<file path="config.mk">
export PLATFORM = sky130hd
export DESIGN_NAME = clkgen_ctl
export DESIGN_NICKNAME = d
export VERILOG_FILES = /design/src/rtl/clkgen_ctl_pkg.sv /design/src/rtl/clkgen_ctl_sync.sv /design/src/rtl/clkgen_ctl_gate.sv /design/src/rtl/clkgen_ctl_testdiv.sv /design/src/rtl/clkgen_ctl.sv
export SDC_FILE = /design/constraint.sdc
export NUM_CORES = 1
export LEC_CHECK = 0
export BUFFER_PORTS_ARGS = -buffer_cell sky130_fd_sc_hd__buf_2
export CORE_MARGIN = 5
export CORE_UTILIZATION = 45
export DETAILED_ROUTE_END_ITERATION = 10
export PLACE_DENSITY = 0.71
export SLEW_MARGIN = 10
export SYNTH_ARGS = -nofsm -noshare
export SYNTH_HDL_FRONTEND = slang
export SYNTH_HIERARCHICAL = 1
export SYNTH_SLANG_ARGS = --single-unit
</file>
<file path="constraint.sdc">
create_clock -name clk -period 1.4 [get_ports clk]
set_input_delay 0.07 -clock clk [delete_from_list [all_inputs] [get_ports clk]]
set_output_delay 0.07 -clock clk [all_outputs]
set_load 0.05 [all_outputs]
</file>
<file path="src/rtl/clkgen_ctl_pkg.sv">
// Shared constants, group map and per-group attributes for the clock
// output controller. Assumes eight fixed output groups.
package clkgen_ctl_pkg;

    localparam int NUM_GRP = 8;

    localparam int GRP_CPU   = 0;
    localparam int GRP_SDRAM = 1;
    localparam int GRP_PCI   = 2;
    localparam int GRP_PCIF  = 3;
    localparam int GRP_REF   = 4;
    localparam int GRP_APIC  = 5;
    localparam int GRP_USB   = 6;
    localparam int GRP_IO    = 7;

    // Control vector bit positions after synchronization.
    localparam int CTL_PWR = 0;
    localparam int CTL_CPU = 1;
    localparam int CTL_PCI = 2;
    localparam int CTL_W   = 3;

    // Largest test divide ratio expressed as log2.
    localparam int DIV_LOG2_MAX = 2;

    typedef enum logic [1:0] {
        MODE_RUN  = 2'b00,
        MODE_HIZ  = 2'b01,
        MODE_TEST = 2'b10,
        MODE_ALT  = 2'b11
    } mode_e;

    typedef enum logic [1:0] {
        STOP_NONE = 2'd0,
        STOP_CPU  = 2'd1,
        STOP_PCI  = 2'd2
    } stop_class_e;

    // Which stop input, besides power-down, gates a group.
    function automatic stop_class_e grp_stop_class(input int g);
        case (g)
            GRP_CPU: return STOP_CPU;
            GRP_PCI: return STOP_PCI;
            default: return STOP_NONE;
        endcase
    endfunction

    // log2 of the test-mode divide ratio for a group.
    function automatic int grp_div_log2(input int g);
        case (g)
            GRP_CPU, GRP_SDRAM, GRP_USB: return 1;
            GRP_PCI, GRP_PCIF, GRP_IO:   return 2;
            default:                     return 0;
        endcase
    endfunction

endpackage

</file>
<file path="src/rtl/clkgen_ctl_sync.sv">
// Multi-stage synchronizer for asynchronous control levels.
// Assumes inputs are slow levels; every bit resets to RST_VAL.
module clkgen_ctl_sync #(
    parameter int               WIDTH   = 3,
    parameter int               STAGES  = 2,
    parameter logic [WIDTH-1:0] RST_VAL = '0
) (
    input  logic             clk,
    input  logic             rst_n,
    input  logic [WIDTH-1:0] d,
    output logic [WIDTH-1:0] q
);

    logic [WIDTH-1:0] stage_q [STAGES];

    // Shift the level through the synchronizer chain.
    always_ff @(posedge clk) begin
        if (!rst_n) begin
            for (int i = 0; i < STAGES; i++) stage_q[i] <= RST_VAL;
        end else begin
            stage_q[0] <= d;
            for (int i = 1; i < STAGES; i++) stage_q[i] <= stage_q[i-1];
        end
    end

    assign q = stage_q[STAGES-1];

endmodule

</file>
<file path="src/rtl/clkgen_ctl_gate.sv">
// One output group's sampler and gate. The source phase is registered,
// and the gate follows the run request only while the registered
// source is low, so the gated result never starts or ends mid-pulse.
// Assumes the source is slower than half the system clock rate.
module clkgen_ctl_gate (
    input  logic clk,
    input  logic rst_n,
    input  logic src,
    input  logic run_req,
    output logic src_q,
    output logic gate_q
);

    // Sample the source and move the gate only in its low phase.
    always_ff @(posedge clk) begin
        if (!rst_n) begin
            src_q  <= 1'b0;
            gate_q <= 1'b0;
        end else begin
            src_q <= src;
            if (!src_q) gate_q <= run_req;
        end
    end

endmodule

</file>
<file path="src/rtl/clkgen_ctl_testdiv.sv">
// Test-clock divider bank. Samples tclk, counts its rising edges while
// active, and holds the counter in a preset state when inactive so all
// taps rise together on the first edge after activation.
// Tap k carries tclk divided by 2**k.
module clkgen_ctl_testdiv #(
    parameter int LOG2 = 2
) (
    input  logic          clk,
    input  logic          rst_n,
    input  logic          tclk,
    input  logic          active,
    output logic [LOG2:0] tap
);

    logic            tclk_q;
    logic            started;
    logic [LOG2-1:0] cnt;
    logic            tclk_rise;

    assign tclk_rise = tclk & ~tclk_q;

    // Track tclk, preset when idle, count rising edges when active.
    always_ff @(posedge clk) begin
        if (!rst_n) begin
            tclk_q  <= 1'b0;
            started <= 1'b0;
            cnt     <= '1;
        end else begin
            tclk_q <= tclk;
            if (!active) begin
                cnt     <= '1;
                started <= 1'b0;
            end else if (tclk_rise) begin
                cnt     <= cnt + 1'b1;
                started <= 1'b1;
            end
        end
    end

    assign tap[0] = tclk_q & started;

    for (genvar k = 1; k <= LOG2; k++) begin : g_tap
        assign tap[k] = ~cnt[k-1];
    end

endmodule

</file>
<file path="src/rtl/clkgen_ctl.sv">
// Clock output gating and test-mode controller (top).
// Oversamples eight source clock phases on clk, gates each group from
// the synchronized power-management inputs without runt pulses, and
// selects normal, high-impedance or divided test-clock output per group.
// Assumes sources and tclk run below half the clk rate.
module clkgen_ctl
    import clkgen_ctl_pkg::*;
#(
    parameter int SYNC_STAGES = 2
) (
    input  logic               clk,
    input  logic               rst_n,
    input  logic [NUM_GRP-1:0] src_clk,
    input  logic               tclk,
    input  logic               cpu_stop_n,
    input  logic               pci_stop_n,
    input  logic               pwr_dwn_n,
    input  logic [1:0]         mode,
    output logic [NUM_GRP-1:0] clk_out,
    output logic [NUM_GRP-1:0] clk_oe,
    output logic               osc_en,
    output logic               pll_en
);

    logic [CTL_W-1:0]        ctl_raw;
    logic [CTL_W-1:0]        ctl_s;
    mode_e                   mode_q;
    logic [NUM_GRP-1:0]      run_req;
    logic [NUM_GRP-1:0]      gate_open;
    logic [NUM_GRP-1:0]      src_seen;
    logic [NUM_GRP-1:0]      gated;
    logic [NUM_GRP-1:0]      test_out;
    logic [DIV_LOG2_MAX:0]   div_tap;
    logic                    en_q;

    assign ctl_raw[CTL_PWR] = pwr_dwn_n;
    assign ctl_raw[CTL_CPU] = cpu_stop_n;
    assign ctl_raw[CTL_PCI] = pci_stop_n;

    clkgen_ctl_sync #(
        .WIDTH   (CTL_W),
        .STAGES  (SYNC_STAGES),
        .RST_VAL ('0)
    ) u_sync (
        .clk   (clk),
        .rst_n (rst_n),
        .d     (ctl_raw),
        .q     (ctl_s)
    );

    // Register the mode strap once; it is a quasi-static select.
    always_ff @(posedge clk) begin
        if (!rst_n) mode_q <= MODE_RUN;
        else        mode_q <= mode_e'(mode);
    end

    for (genvar g = 0; g < NUM_GRP; g++) begin : g_grp
        if (grp_stop_class(g) == STOP_CPU) begin : g_cpu
            assign run_req[g] = ctl_s[CTL_PWR] & ctl_s[CTL_CPU];
        end else if (grp_stop_class(g) == STOP_PCI) begin : g_pci
            assign run_req[g] = ctl_s[CTL_PWR] & ctl_s[CTL_PCI];
        end else begin : g_free
            assign run_req[g] = ctl_s[CTL_PWR];
        end

        clkgen_ctl_gate u_gate (
            .clk     (clk),
            .rst_n   (rst_n),
            .src     (src_clk[g]),
            .run_req (run_req[g]),
            .src_q   (src_seen[g]),
            .gate_q  (gate_open[g])
        );

        assign gated[g]    = src_seen[g] & gate_open[g];
        assign test_out[g] = div_tap[grp_div_log2(g)];
    end

    clkgen_ctl_testdiv #(
        .LOG2 (DIV_LOG2_MAX)
    ) u_div (
        .clk    (clk),
        .rst_n  (rst_n),
        .tclk   (tclk),
        .active (mode_q == MODE_TEST),
        .tap    (div_tap)
    );

    // Keep oscillator and PLL on until every gate has closed.
    always_ff @(posedge clk) begin
        if (!rst_n) en_q <= 1'b0;
        else        en_q <= ctl_s[CTL_PWR] | (|gate_open);
    end

    assign osc_en = en_q;
    assign pll_en = en_q;

    // Select the output source and enable from the registered mode.
    always_comb begin
        case (mode_q)
            MODE_HIZ: begin
                clk_out = '0;
                clk_oe  = '0;
            end
            MODE_TEST: begin
                clk_out = test_out;
                clk_oe  = '1;
            end
            default: begin
                clk_out = gated;
                clk_oe  = '1;
            end
        endcase
    end

endmodule

</file>
==> results.sh, run 1 <==
export IMPL_drc_errors=0
export IMPL_crit_start="mode_q[0]$_SDFF_PN0_"
export IMPL_critical_path_startpoint_type="flip-flop"
export IMPL_final_hold_violation_count=0
export IMPL_critPathTopFamily="flip-flops"
export IMPL_postLayoutSetupSlackWorst_ps=-106
export IMPL_hpwlAfterDp_um=1450
export IMPL_maxSlewHeadroom_pct=73.1
export IMPL_detail_route_wirelength_um=2240
export IMPL_fin_util_pct=66.0
export IMPL_drt_pre_antenna_iters=4
export IMPL_finalSetupTns_ps=-790
export IMPL_ratio_of_cells_with_drive_above_1_in_the_final_layout_pct=32.9
export IMPL_cp_max_fo=8
export IMPL_peakVddDrop_mv=1.26
export IMPL_timing_critical_path_buf_inv=2
export IMPL_run_status="finished, violations left"
export IMPL_num_io_pins=34
export IMPL_post_cts_setup_buffer_count=0
export IMPL_cap_violations=0
export IMPL_fillCellCount=195
export IMPL_synth_sequential_area_ratio_pct=50.5
export IMPL_final_max_slew_viol_count=0
export IMPL_port_buffers=33
export IMPL_post_drt_wl_per_cell_um=11.9
export IMPL_cts_path_max_buffers=2
export IMPL_clk_transition_reported_paths_ps=90
export IMPL_num_rows=18
export IMPL_placedInstanceArea_sq_mm=0.00128
export IMPL_tritoncts="built"
export IMPL_commonest_cells_after_routing_fill_and_taps_aside="sky130_fd_sc_hd__dfxtp_1, sky130_fd_sc_hd__and2_1, sky130_fd_sc_hd__buf_2, sky130_fd_sc_hd__dlygate4sd3_1, sky130_fd_sc_hd__buf_6"
export IMPL_r2r_cells=3
export IMPL_gr_total_overflow=0
export IMPL_first_global_vias=841
export IMPL_floorplan_die_area_sq_mm=0.00366
export IMPL_worstHoldPathType="in2reg"
export IMPL_crit_type="reg2out"
export IMPL_core_area_sq_mm=0.00245
export IMPL_endpoint_kind="output pin"
export IMPL_static_leak_nw=0.762
export IMPL_slew_at_the_pin_with_the_worst_max_slew_slack_ps=403
export IMPL_ys_seq_elements=29
export IMPL_yosysTopAreaCellShare_pct=50.5
export IMPL_worst_hold_slack_ps=130
export IMPL_beginning_of_the_worst_register_to_register_path="u_div/tclk_q$_SDFF_PN0_"
export IMPL_yosys_cell_types_count=23
export IMPL_fmax_ghz=0.664
export IMPL_track_usage_pct=14.4
export IMPL_dpl_worst_slack_ps=-11.2
export IMPL_worst_clock_skew_ps=4.20
export IMPL_root_buffer="sky130_fd_sc_hd__clkbuf_4"
export IMPL_detailedRoute_firstIterationViolations=22
export IMPL_syn_to_final_growth_pct=41.0
export IMPL_power_density_mw_per_mm2=1220
export IMPL_vias_per_cell=4.47
export IMPL_antenna_diode_count=0
export IMPL_peak_per_stage_delay_on_the_critical_path_ps=340
export IMPL_finalNetCount=175
export IMPL_routabilityCongestion=0.751
export IMPL_worst_path_max_delay_cell="sky130_fd_sc_hd__dfxtp_2"
export IMPL_clk_insertion_delay_late_ps=320
export IMPL_worstPathCellList="inv_2, ha_4, nand3b_1, nand2_1, buf_6"
export IMPL_min_to="u_div/cnt[1]$_SDFFE_PN1P_"
export IMPL_final_cell_area_sq_mm=0.00162
export IMPL_r2r_path_end="u_div/cnt[1]$_SDFFE_PN1P_"
export IMPL_critical_path_required_ps=1330
export IMPL_synth_net_count=131
export IMPL_numCtsBuffers=5
export IMPL_grt_antenna_before_repair=0
export IMPL_yosysTopAreaCell="sky130_fd_sc_hd__dfxtp_1"
export IMPL_synth_cells=113
export IMPL_final_setup_viol_count=8
export IMPL_grt_first_pass_wirelength_um=3710
export IMPL_netlist_area_sq_mm=0.00115
export IMPL_die_h_um=60.5
export IMPL_synth_area_leaders="sky130_fd_sc_hd__dfxtp_1, sky130_fd_sc_hd__and2_1, sky130_fd_sc_hd__buf_4"
export IMPL_grt_setup_unrepaired="true"
export IMPL_timing_critical_path_arrival_ps=1440
export IMPL_worst_hold_path_num_cells=2
export IMPL_grt_start_max_net_pins=30
export IMPL_cts_num_sinks=29
export IMPL_synthesis_yosys_warnings=6
export IMPL_floorplan_die_width_um=60.5
export IMPL_mostFrequentLayoutCell="sky130_fd_sc_hd__dfxtp_1"
export IMPL_hold_start="rst_n"
export IMPL_syn_avg_cell_area_sq_um=10.2
export IMPL_failing_checks="setup timing"
export IMPL_finalCritPeriodShare_pct=108
export IMPL_via_count=841
export IMPL_drtAntennaViolNets=0
export IMPL_initial_core_util_pct=46.8
export IMPL_timing_reg2reg_setup_slack_ps=510
export IMPL_cts_htree_levels=2
export IMPL_post_route_min_period_ps=1510
==> cell type report <==
class	instances	area, sq um	area share (%)
clock buffer	5	37.5	2.32
multi-input combinational	66	472	29.1
tap	30	37.5	2.32
sequential	29	583	36.0
timing repair buffer	49	402	24.8
inverter	6	22.5	1.39
clock inverter	3	65.1	4.02
==> cell families after synthesis <==
kind of cell / after synthesis / share of synthesized area [%]
adder cells (fa/ha/maj): 2 / 2.18
XOR/XNOR: 1 / 0.763
AND/OR/NAND/NOR: 49 / 25.3
multiplexers: 8 / 6.97
buffers and inverters: 18 / 9.59
flip-flops: 29 / 50.5
AO/OA/AOI/OAI: 6 / 4.68
==> stage by stage <==
step	power, mW	std cells
floorplan	1.05	113
global placement	1.09	166
detailed placement	1.10	166
CTS	1.98	188
global route	2.06	188
finish	1.97	188
==> report_power, final <==
part           internal [mW]  switching (mW)  leakage (nW)
clock                  0.553           0.284        0.0552
combinational          0.119           0.130         0.468
sequential             0.860          0.0231         0.239
total                   1.53           0.438         0.762
==> metal layers <==
layer | share of wire [%] | global-route usage, % | vias to the layer above
li1 | - | - | 446
met3 | 7.0 | 6.60 | 5
met1 | 40 | 15.8 | 365
met5 | 0 | 0 | -
met4 | 2.1 | 7.43 | 0
met2 | 50 | 23.5 | 25
==> synthesized netlist by cell type <==
cell,count
sky130_fd_sc_hd__nand3b_1,2
sky130_fd_sc_hd__nand3_1,7
sky130_fd_sc_hd__a21oi_1,1
sky130_fd_sc_hd__inv_1,6
sky130_fd_sc_hd__nor2b_4,1
sky130_fd_sc_hd__o211a_1,1
sky130_fd_sc_hd__and2_2,1
sky130_fd_sc_hd__mux2i_1,8
sky130_fd_sc_hd__nor2_1,1
sky130_fd_sc_hd__and2_1,19
sky130_fd_sc_hd__a31oi_1,1
sky130_fd_sc_hd__buf_4,11
sky130_fd_sc_hd__buf_2,1
sky130_fd_sc_hd__nor4_1,1
sky130_fd_sc_hd__o211ai_2,1
sky130_fd_sc_hd__nand2_1,6
sky130_fd_sc_hd__and3_1,1
sky130_fd_sc_hd__xnor2_1,1
sky130_fd_sc_hd__nor2b_1,9
sky130_fd_sc_hd__dfxtp_1,29
sky130_fd_sc_hd__a32o_1,2
sky130_fd_sc_hd__ha_1,2
sky130_fd_sc_hd__nor3_1,1
==> state kept, by name, summed over array words and instances (netlist names) <==
name / count
g_grp.u_gate/gate_q: 8
g_grp.u_gate/src_q: 8
u_sync/stage_q: 6
mode_q: 2
u_div/cnt: 2
osc_en: 1
u_div/started: 1
u_div/tclk_q: 1
==> worst reg2reg max path, stage by stage, from the launching register on <==
cell                       delay, ps
sky130_fd_sc_hd__dfxtp_1         340
sky130_fd_sc_hd__nor2b_4         150
sky130_fd_sc_hd__and3_1          190
sky130_fd_sc_hd__o211ai_2         80
==> how the worst max path moves through the flow <==
stage	endpoint	slack, ps	depth (start not counted)
6_report	clk_out[1]	-110	5
5_1_grt	clk_out[1]	-200	5
4_1_cts	clk_out[6]	-130	5
3_5_place_dp	clk_out[3]	-10	5
3_3_place_gp	clk_out[3]	-1	5
2_1_floorplan	clk_out[0]	-10	5
==> what timing repair did <==
| item | 4_1_cts | 5_1_grt |
|---|---|---|
| cloned | 0 | 0 |
| gates resized for setup | 22 | 20 |
| pin swaps | 4 | 1 |
| endpoints found under the hold margin | 14 | 0 |
| hold buffers | 14 | 0 |
| setup endpoints to repair | 8 | 16 |
Note: power is estimated with default switching activity, not from simulation.
==> run 2, diff against run 1 <==
--- a/config.mk
+++ b/config.mk
@@ -5,11 +5,13 @@
 export SDC_FILE = /design/constraint.sdc
 export NUM_CORES = 1
 export LEC_CHECK = 0
+export ABC_AREA = 1
 export BUFFER_PORTS_ARGS = -buffer_cell sky130_fd_sc_hd__buf_2
+export CORE_ASPECT_RATIO = 0.5
 export CORE_MARGIN = 5
 export CORE_UTILIZATION = 45
 export DETAILED_ROUTE_END_ITERATION = 10
-export PLACE_DENSITY = 0.71
+export PLACE_DENSITY = 0.7
 export SLEW_MARGIN = 10
 export SYNTH_ARGS = -nofsm -noshare
 export SYNTH_HDL_FRONTEND = slang
==> results.sh, run 2 <==
export IMPL_run_status="finished, violations left"
export IMPL_failing_checks="setup timing"
export IMPL_synthesis_yosys_warnings=6
export IMPL_timing_critical_path_buf_inv=2
export IMPL_synthMostInstantiatedCell="sky130_fd_sc_hd__nand2_1"
export IMPL_switching_share_pct=28.5
export IMPL_vias_per_cell=4.21
export IMPL_yosysTopAreaCell="sky130_fd_sc_hd__dfxtp_1"
export IMPL_root_buffer="sky130_fd_sc_hd__clkbuf_8"
export IMPL_power_frac_seq_pct=48.1
export IMPL_yosysTopAreaCellShare_pct=46.5
export IMPL_synth_cells=172
export IMPL_fmax_ghz=0.694
export IMPL_routabilityCongestion=0.722
export IMPL_detail_route_wirelength_um=2510
export IMPL_worstHoldPathType="in2reg"
export IMPL_commonest_cells_after_routing_fill_and_taps_aside="sky130_fd_sc_hd__nand2_1, sky130_fd_sc_hd__inv_1, sky130_fd_sc_hd__dfxtp_1, sky130_fd_sc_hd__buf_2, sky130_fd_sc_hd__nor2_1"
export IMPL_clk_transition_reported_paths_ps=60
export IMPL_critical_path_startpoint_type="flip-flop"
export IMPL_via_count=1062
export IMPL_num_rows=13
export IMPL_cts_htree_levels=2
export IMPL_timing_critical_path_arrival_ps=1370
export IMPL_initial_core_util_pct=47.7
export IMPL_critical_path_required_ps=1330
export IMPL_critPathTopFamily="flip-flops"
export IMPL_cap_violations=0
export IMPL_track_usage_pct=14.0
export IMPL_final_setup_viol_count=7
export IMPL_power_net_switching_mw=0.532
export IMPL_yosys_cell_types_count=14
export IMPL_drc_errors=0
export IMPL_tritoncts="built"
export IMPL_cellInternalPower_mw=1.34
export IMPL_r2r_path_end="u_div/cnt[0]$_SDFFE_PN1P_"
export IMPL_post_layout_total_power_mw=1.87
export IMPL_worst_hold_slack_ps=52.4
export IMPL_drt_pre_antenna_iters=4
export IMPL_highest_layer="met4"
export IMPL_post_layout_nonfiller_instances=252
export IMPL_detailedRoute_firstIterationViolations=95
export IMPL_mostFrequentLayoutCell="sky130_fd_sc_hd__nand2_1"
export IMPL_timing_reg2reg_setup_slack_ps=460
export IMPL_floorplan_die_width_um=84.5
export IMPL_cts_num_sinks=29
export IMPL_grt_antenna_before_repair=0
export IMPL_synth_net_count=190
export IMPL_gr_total_overflow=0
export IMPL_antenna_diode_count=0
export IMPL_r2r_cells=4
export IMPL_finalSetupTns_ps=-165
export IMPL_synth_cells_most_frequent="sky130_fd_sc_hd__nand2_1, sky130_fd_sc_hd__inv_1, sky130_fd_sc_hd__dfxtp_1"
export IMPL_post_route_min_period_ps=1440
export IMPL_netlist_area_sq_mm=0.00125
export IMPL_postLayoutSetupSlackWorst_ps=-40.2
export IMPL_static_leak_nw=0.960
export IMPL_core_area_sq_mm=0.00262
export IMPL_grt_setup_unrepaired="true"
export IMPL_die_h_um=47.3
export IMPL_met2_wirelength_um=1270
export IMPL_synthArstFlopShare_pct=0
export IMPL_dpl_worst_slack_ps=-27.2
export IMPL_final_hold_violation_count=0
export IMPL_beginning_of_the_worst_register_to_register_path="mode_q[1]$_SDFF_PN0_"
export IMPL_cp_max_fo=9
export IMPL_worst_path_max_delay_cell="sky130_fd_sc_hd__dfxtp_1"
export IMPL_post_cts_setup_buffer_count=0
export IMPL_final_cell_area_sq_mm=0.00172
export IMPL_power_density_mw_per_mm2=1090
export IMPL_cts_path_max_buffers=2
export IMPL_synthFlopType="sky130_fd_sc_hd__dfxtp_1"
export IMPL_grt_start_max_net_pins=18
export IMPL_first_global_vias=979
export IMPL_syn_avg_cell_area_sq_um=7.26
export IMPL_placedInstanceArea_sq_mm=0.00137
export IMPL_grt_first_pass_wirelength_um=4170
export IMPL_min_to="u_div/tclk_q$_SDFF_PN0_"
export IMPL_worst_clock_skew_ps=4.62
export IMPL_numCtsBuffers=5
export IMPL_peak_per_stage_delay_on_the_critical_path_ps=400
export IMPL_route_met3_wl_um=159
export IMPL_ys_seq_elements=29
export IMPL_hold_start="tclk"
export IMPL_port_buffers=33
export IMPL_ratio_of_cells_with_drive_above_1_in_the_final_layout_pct=28.4
export IMPL_synth_enable_flop_cells=0
export IMPL_worst_hold_path_num_cells=3
export IMPL_power_clock_fraction_pct=35.1
export IMPL_share_comb_of_total_power_pct=16.8
export IMPL_clk_insertion_delay_late_ps=280
export IMPL_slew_at_the_pin_with_the_worst_max_slew_slack_ps=324
export IMPL_finalNetCount=232
export IMPL_finalCritPeriodShare_pct=103
export IMPL_post_place_cells=231
export IMPL_final_max_slew_viol_count=0
export IMPL_peakVddDrop_mv=0.845
export IMPL_synth_area_leaders="sky130_fd_sc_hd__dfxtp_1, sky130_fd_sc_hd__nand2_1, sky130_fd_sc_hd__inv_1"
export IMPL_endpoint_kind="output pin"
export IMPL_synth_sequential_area_ratio_pct=46.5
export IMPL_floorplan_die_area_sq_mm=0.00399
export IMPL_detail_route_wirelength_met1_um=1060
export IMPL_drtAntennaViolNets=0
export IMPL_largest_registers="g_grp.u_gate/gate_q x8, g_grp.u_gate/src_q x8, u_sync/stage_q x6"
export IMPL_crit_type="reg2out"
export IMPL_syn_to_final_growth_pct=37.8
export IMPL_post_drt_wl_per_cell_um=9.97
export IMPL_num_io_pins=34
export IMPL_worstPathCellList="ha_4, inv_6, nand3_2, nand2_1, buf_6"
export IMPL_fin_util_pct=65.7
export IMPL_hpwlAfterDp_um=1680
export IMPL_maxSlewHeadroom_pct=78.4
## run 2: how the worst max path moves through the flow
stage                          from          to  slack (ps)  depth (start not counted)
4_1_cts        mode_q[1]$_SDFF_PN0_   clk_oe[6]         -30                          4
5_1_grt        mode_q[0]$_SDFF_PN0_  clk_out[4]        -100                          5
3_3_place_gp   mode_q[0]$_SDFF_PN0_  clk_out[4]           1                          5
6_report       mode_q[1]$_SDFF_PN0_  clk_out[2]         -40                          5
2_1_floorplan  mode_q[0]$_SDFF_PN0_  clk_out[0]          90                          6
3_5_place_dp   mode_q[0]$_SDFF_PN0_  clk_out[3]         -30                          6
## run 2: cell type report
type                    count  area [sq um]
flip-flops and latches     29           582
well taps                  37          46.3
inverters                  39           154
clock buffers               5          68.8
clock inverters             3          17.5
repair buffers             47           407
multi-input cells          92           445
fillers                   207           898
## run 2: cell families after synthesis
logic type | Yosys count | synth area share (%)
DFF | 29 | 46.5
and+or+nand+nor | 89 | 31.5
AOI/OAI and AO/OA | 1 | 0.400
buffers and inverters | 51 | 19.6
adders and majority gates | 2 | 2.00
## run 2: layer usage
layer  vias to the layer above  global-route usage [%]
met4                         0                    7.57
met1                       456                    14.5
met3                         4                    5.60
li1                        572                       -
met5                         -                       0
met2                        30                    25.8
## run 2: what timing repair did
action / 4_1_cts / 5_1_grt
hold buffers: 13 / 0
pin swaps: 1 / 0
endpoints found under the setup margin: 8 / 16
endpoints found under the hold margin: 13 / 0
gates resized for setup: 19 / 30
## run 2: power by group through the flow
stage / clock network [mW] / registers (mW) / logic [mW]
final: 0.655 / 0.898 / 0.314
after global routing: 0.713 / 0.904 / 0.343
after CTS: 0.670 / 0.897 / 0.291
after detailed placement: 0 / 0.915 / 0.251
after global placement: 0 / 0.914 / 0.245
after floorplan: 0 / 0.918 / 0.199
## run 2: worst reg2reg max path, stage by stage (launching register included)
cell and delay (ps):
sky130_fd_sc_hd__dfxtp_1 400, sky130_fd_sc_hd__ha_4 200, sky130_fd_sc_hd__nand2_1 70, sky130_fd_sc_hd__inv_1 80, sky130_fd_sc_hd__nand3_1 70
==> run 3, diff against run 2 <==
--- a/config.mk
+++ b/config.mk
@@ -5,13 +5,12 @@
 export SDC_FILE = /design/constraint.sdc
 export NUM_CORES = 1
 export LEC_CHECK = 0
-export ABC_AREA = 1
 export BUFFER_PORTS_ARGS = -buffer_cell sky130_fd_sc_hd__buf_2
-export CORE_ASPECT_RATIO = 0.5
 export CORE_MARGIN = 5
 export CORE_UTILIZATION = 45
 export DETAILED_ROUTE_END_ITERATION = 10
-export PLACE_DENSITY = 0.7
+export PLACE_DENSITY = 0.71
+export RECOVER_POWER = 100
 export SLEW_MARGIN = 10
 export SYNTH_ARGS = -nofsm -noshare
 export SYNTH_HDL_FRONTEND = slang
==> results.sh, run 3 (synthesized netlist as in run 1, its figures left out) <==
export IMPL_run_status="finished, violations left"
export IMPL_failing_checks="setup timing"
export IMPL_groute_layer_met1_usage_pct=15.8
export IMPL_worst_clock_skew_ps=4.90
export IMPL_cts_htree_levels=2
export IMPL_global_route_usage_met2_pct=23.5
export IMPL_first_global_vias=841
export IMPL_critical_path_startpoint_type="flip-flop"
export IMPL_finalCritPeriodShare_pct=108
export IMPL_peak_per_stage_delay_on_the_critical_path_ps=340
export IMPL_grt_setup_unrepaired="true"
export IMPL_vias_per_cell=4.51
export IMPL_finalSetupTns_ps=-775
export IMPL_drt_pre_antenna_iters=4
export IMPL_switching_share_pct=22.2
export IMPL_clk_insertion_delay_late_ps=320
export IMPL_ratio_of_cells_with_drive_above_1_in_the_final_layout_pct=30.4
export IMPL_mostFrequentLayoutCell="sky130_fd_sc_hd__dfxtp_1"
export IMPL_num_rows=18
export IMPL_dpl_worst_slack_ps=-11.2
export IMPL_post_layout_total_power_mw=1.96
export IMPL_placedInstanceArea_sq_mm=0.00128
export IMPL_finalNetCount=175
export IMPL_root_buffer="sky130_fd_sc_hd__clkbuf_4"
export IMPL_gr_total_overflow=0
export IMPL_power_density_mw_per_mm2=1230
export IMPL_core_area_sq_mm=0.00245
export IMPL_cp_max_fo=8
export IMPL_share_comb_of_total_power_pct=12.3
export IMPL_slew_at_the_pin_with_the_worst_max_slew_slack_ps=597
export IMPL_cts_path_max_buffers=2
export IMPL_largest_registers="g_grp.u_gate/gate_q x8, g_grp.u_gate/src_q x8, u_sync/stage_q x6"
export IMPL_post_cts_setup_buffer_count=0
export IMPL_static_leak_nw=0.735
export IMPL_cts_num_sinks=29
export IMPL_drtAntennaViolNets=0
export IMPL_post_route_min_period_ps=1510
export IMPL_post_layout_nonfiller_instances=188
export IMPL_maxSlewHeadroom_pct=60.4
export IMPL_grt_util_met3_pct=6.60
export IMPL_worst_hold_slack_ps=156
export IMPL_power_clock_fraction_pct=42.6
export IMPL_cap_violations=0
export IMPL_fin_util_pct=65.0
export IMPL_worstPathCellList="inv_2, ha_4, nor2b_1, a32o_1, buf_6"
export IMPL_grt_busiest_layer="met2"
export IMPL_grt_first_pass_wirelength_um=3710
export IMPL_timing_critical_path_arrival_ps=1440
export IMPL_routabilityCongestion=0.751
export IMPL_timing_critical_path_buf_inv=2
export IMPL_track_usage_pct=14.4
export IMPL_crit_type="reg2out"
export IMPL_worstHoldPathType="in2reg"
export IMPL_grt_start_max_net_pins=30
export IMPL_detail_route_wirelength_um=2260
export IMPL_numCtsBuffers=5
export IMPL_syn_to_final_growth_pct=39.0
export IMPL_fmax_ghz=0.663
export IMPL_die_h_um=60.5
export IMPL_peakVddDrop_mv=1.26
export IMPL_antenna_diode_count=0
export IMPL_worst_path_max_delay_cell="sky130_fd_sc_hd__dfxtp_2"
export IMPL_post_drt_wl_per_cell_um=12.0
export IMPL_fillCellCount=201
export IMPL_hpwlAfterDp_um=1450
export IMPL_final_hold_violation_count=0
export IMPL_final_max_slew_viol_count=0
export IMPL_postLayoutSetupSlackWorst_ps=-109
export IMPL_critical_path_required_ps=1330
export IMPL_drc_errors=0
export IMPL_tritoncts="built"
export IMPL_grt_antenna_before_repair=0
export IMPL_power_frac_seq_pct=45.0
export IMPL_floorplan_die_width_um=60.5
export IMPL_num_io_pins=34
export IMPL_post_place_cells=166
export IMPL_via_count=847
export IMPL_commonest_cells_after_routing_fill_and_taps_aside="sky130_fd_sc_hd__dfxtp_1, sky130_fd_sc_hd__buf_2, sky130_fd_sc_hd__dlygate4sd3_1, sky130_fd_sc_hd__nor2b_1, sky130_fd_sc_hd__and2_0"
export IMPL_clk_transition_reported_paths_ps=90
export IMPL_endpoint_kind="output pin"
export IMPL_cellInternalPower_mw=1.53
export IMPL_critPathTopFamily="flip-flops"
export IMPL_port_buffers=33
export IMPL_initial_core_util_pct=46.8
export IMPL_detailedRoute_firstIterationViolations=24
export IMPL_final_cell_area_sq_mm=0.00160
export IMPL_power_net_switching_mw=0.435
export IMPL_floorplan_die_area_sq_mm=0.00366
export IMPL_final_setup_viol_count=8
==> run 3: cell count changes in the layout (fill, tap and decap cells not counted), sizes merged, moves of 10 or more <==
cell	before	now
inv	39	6
nor2	25	1
nor2b	0	10
nand2	48	6
and2	0	20
==> run 3: worst register-to-register path, cell delays in order, from the launching register on <==
cell and delay [ps]:
sky130_fd_sc_hd__dfxtp_1 320, sky130_fd_sc_hd__nor2b_1 260, sky130_fd_sc_hd__and3_1 210, sky130_fd_sc_hd__o211ai_1 90
==> run 3: repair_timing <==
item                                   4_1_cts  5_1_grt
pin swaps                                    4        1
endpoints found under the hold margin       14        0
setup endpoints to repair                    8       16
gates resized for setup                     22       20
hold buffers                                14        0
==> run 3: power by group through the flow <==
stage                     Combinational [mW]  Clock (mW)  Sequential [mW]
after detailed placement               0.197           0            0.902
final                                  0.242       0.836            0.883
after global placement                 0.194           0            0.900
after global routing                   0.262       0.904            0.888
after floorplan                        0.150           0            0.904
after CTS                              0.236       0.862            0.884
==> run 3: final cells by class <==
type	instances	area [sq um]	area share, %
inverters	6	22.5	1.41
well taps	30	37.5	2.35
multi-input cells	66	459	28.8
clock inverters	3	65.1	4.08
flip-flops and latches	29	583	36.5
clock buffers	5	37.5	2.35
repair buffers	49	392	24.5
==> run 3: path summary, 6_finish.rpt <==
kind,to,startpoint,slack (ps),depth (start not counted)
hold / removal,u_div/cnt[0]$_SDFFE_PN1P_,rst_n,160,2
setup reg to reg,u_div/cnt[1]$_SDFFE_PN1P_,u_div/tclk_q$_SDFF_PN0_,380,3
hold reg to reg,u_sync/stage_q[0][4]$_SDFF_PN0_,u_sync/stage_q[0][1]$_SDFF_PN0_,440,1
setup / recovery,clk_out[5],mode_q[0]$_SDFF_PN0_,-110,5
==> run 3: per-layer routing <==
| metal | part of all wire, % | vias to the layer above |
|---|---|---|
| met3 | 6.6 | 4 |
| met1 | 41 | 370 |
| met5 | 0 | - |
| li1 | - | 446 |
| met4 | 1.8 | 0 |
| met2 | 51 | 27 |
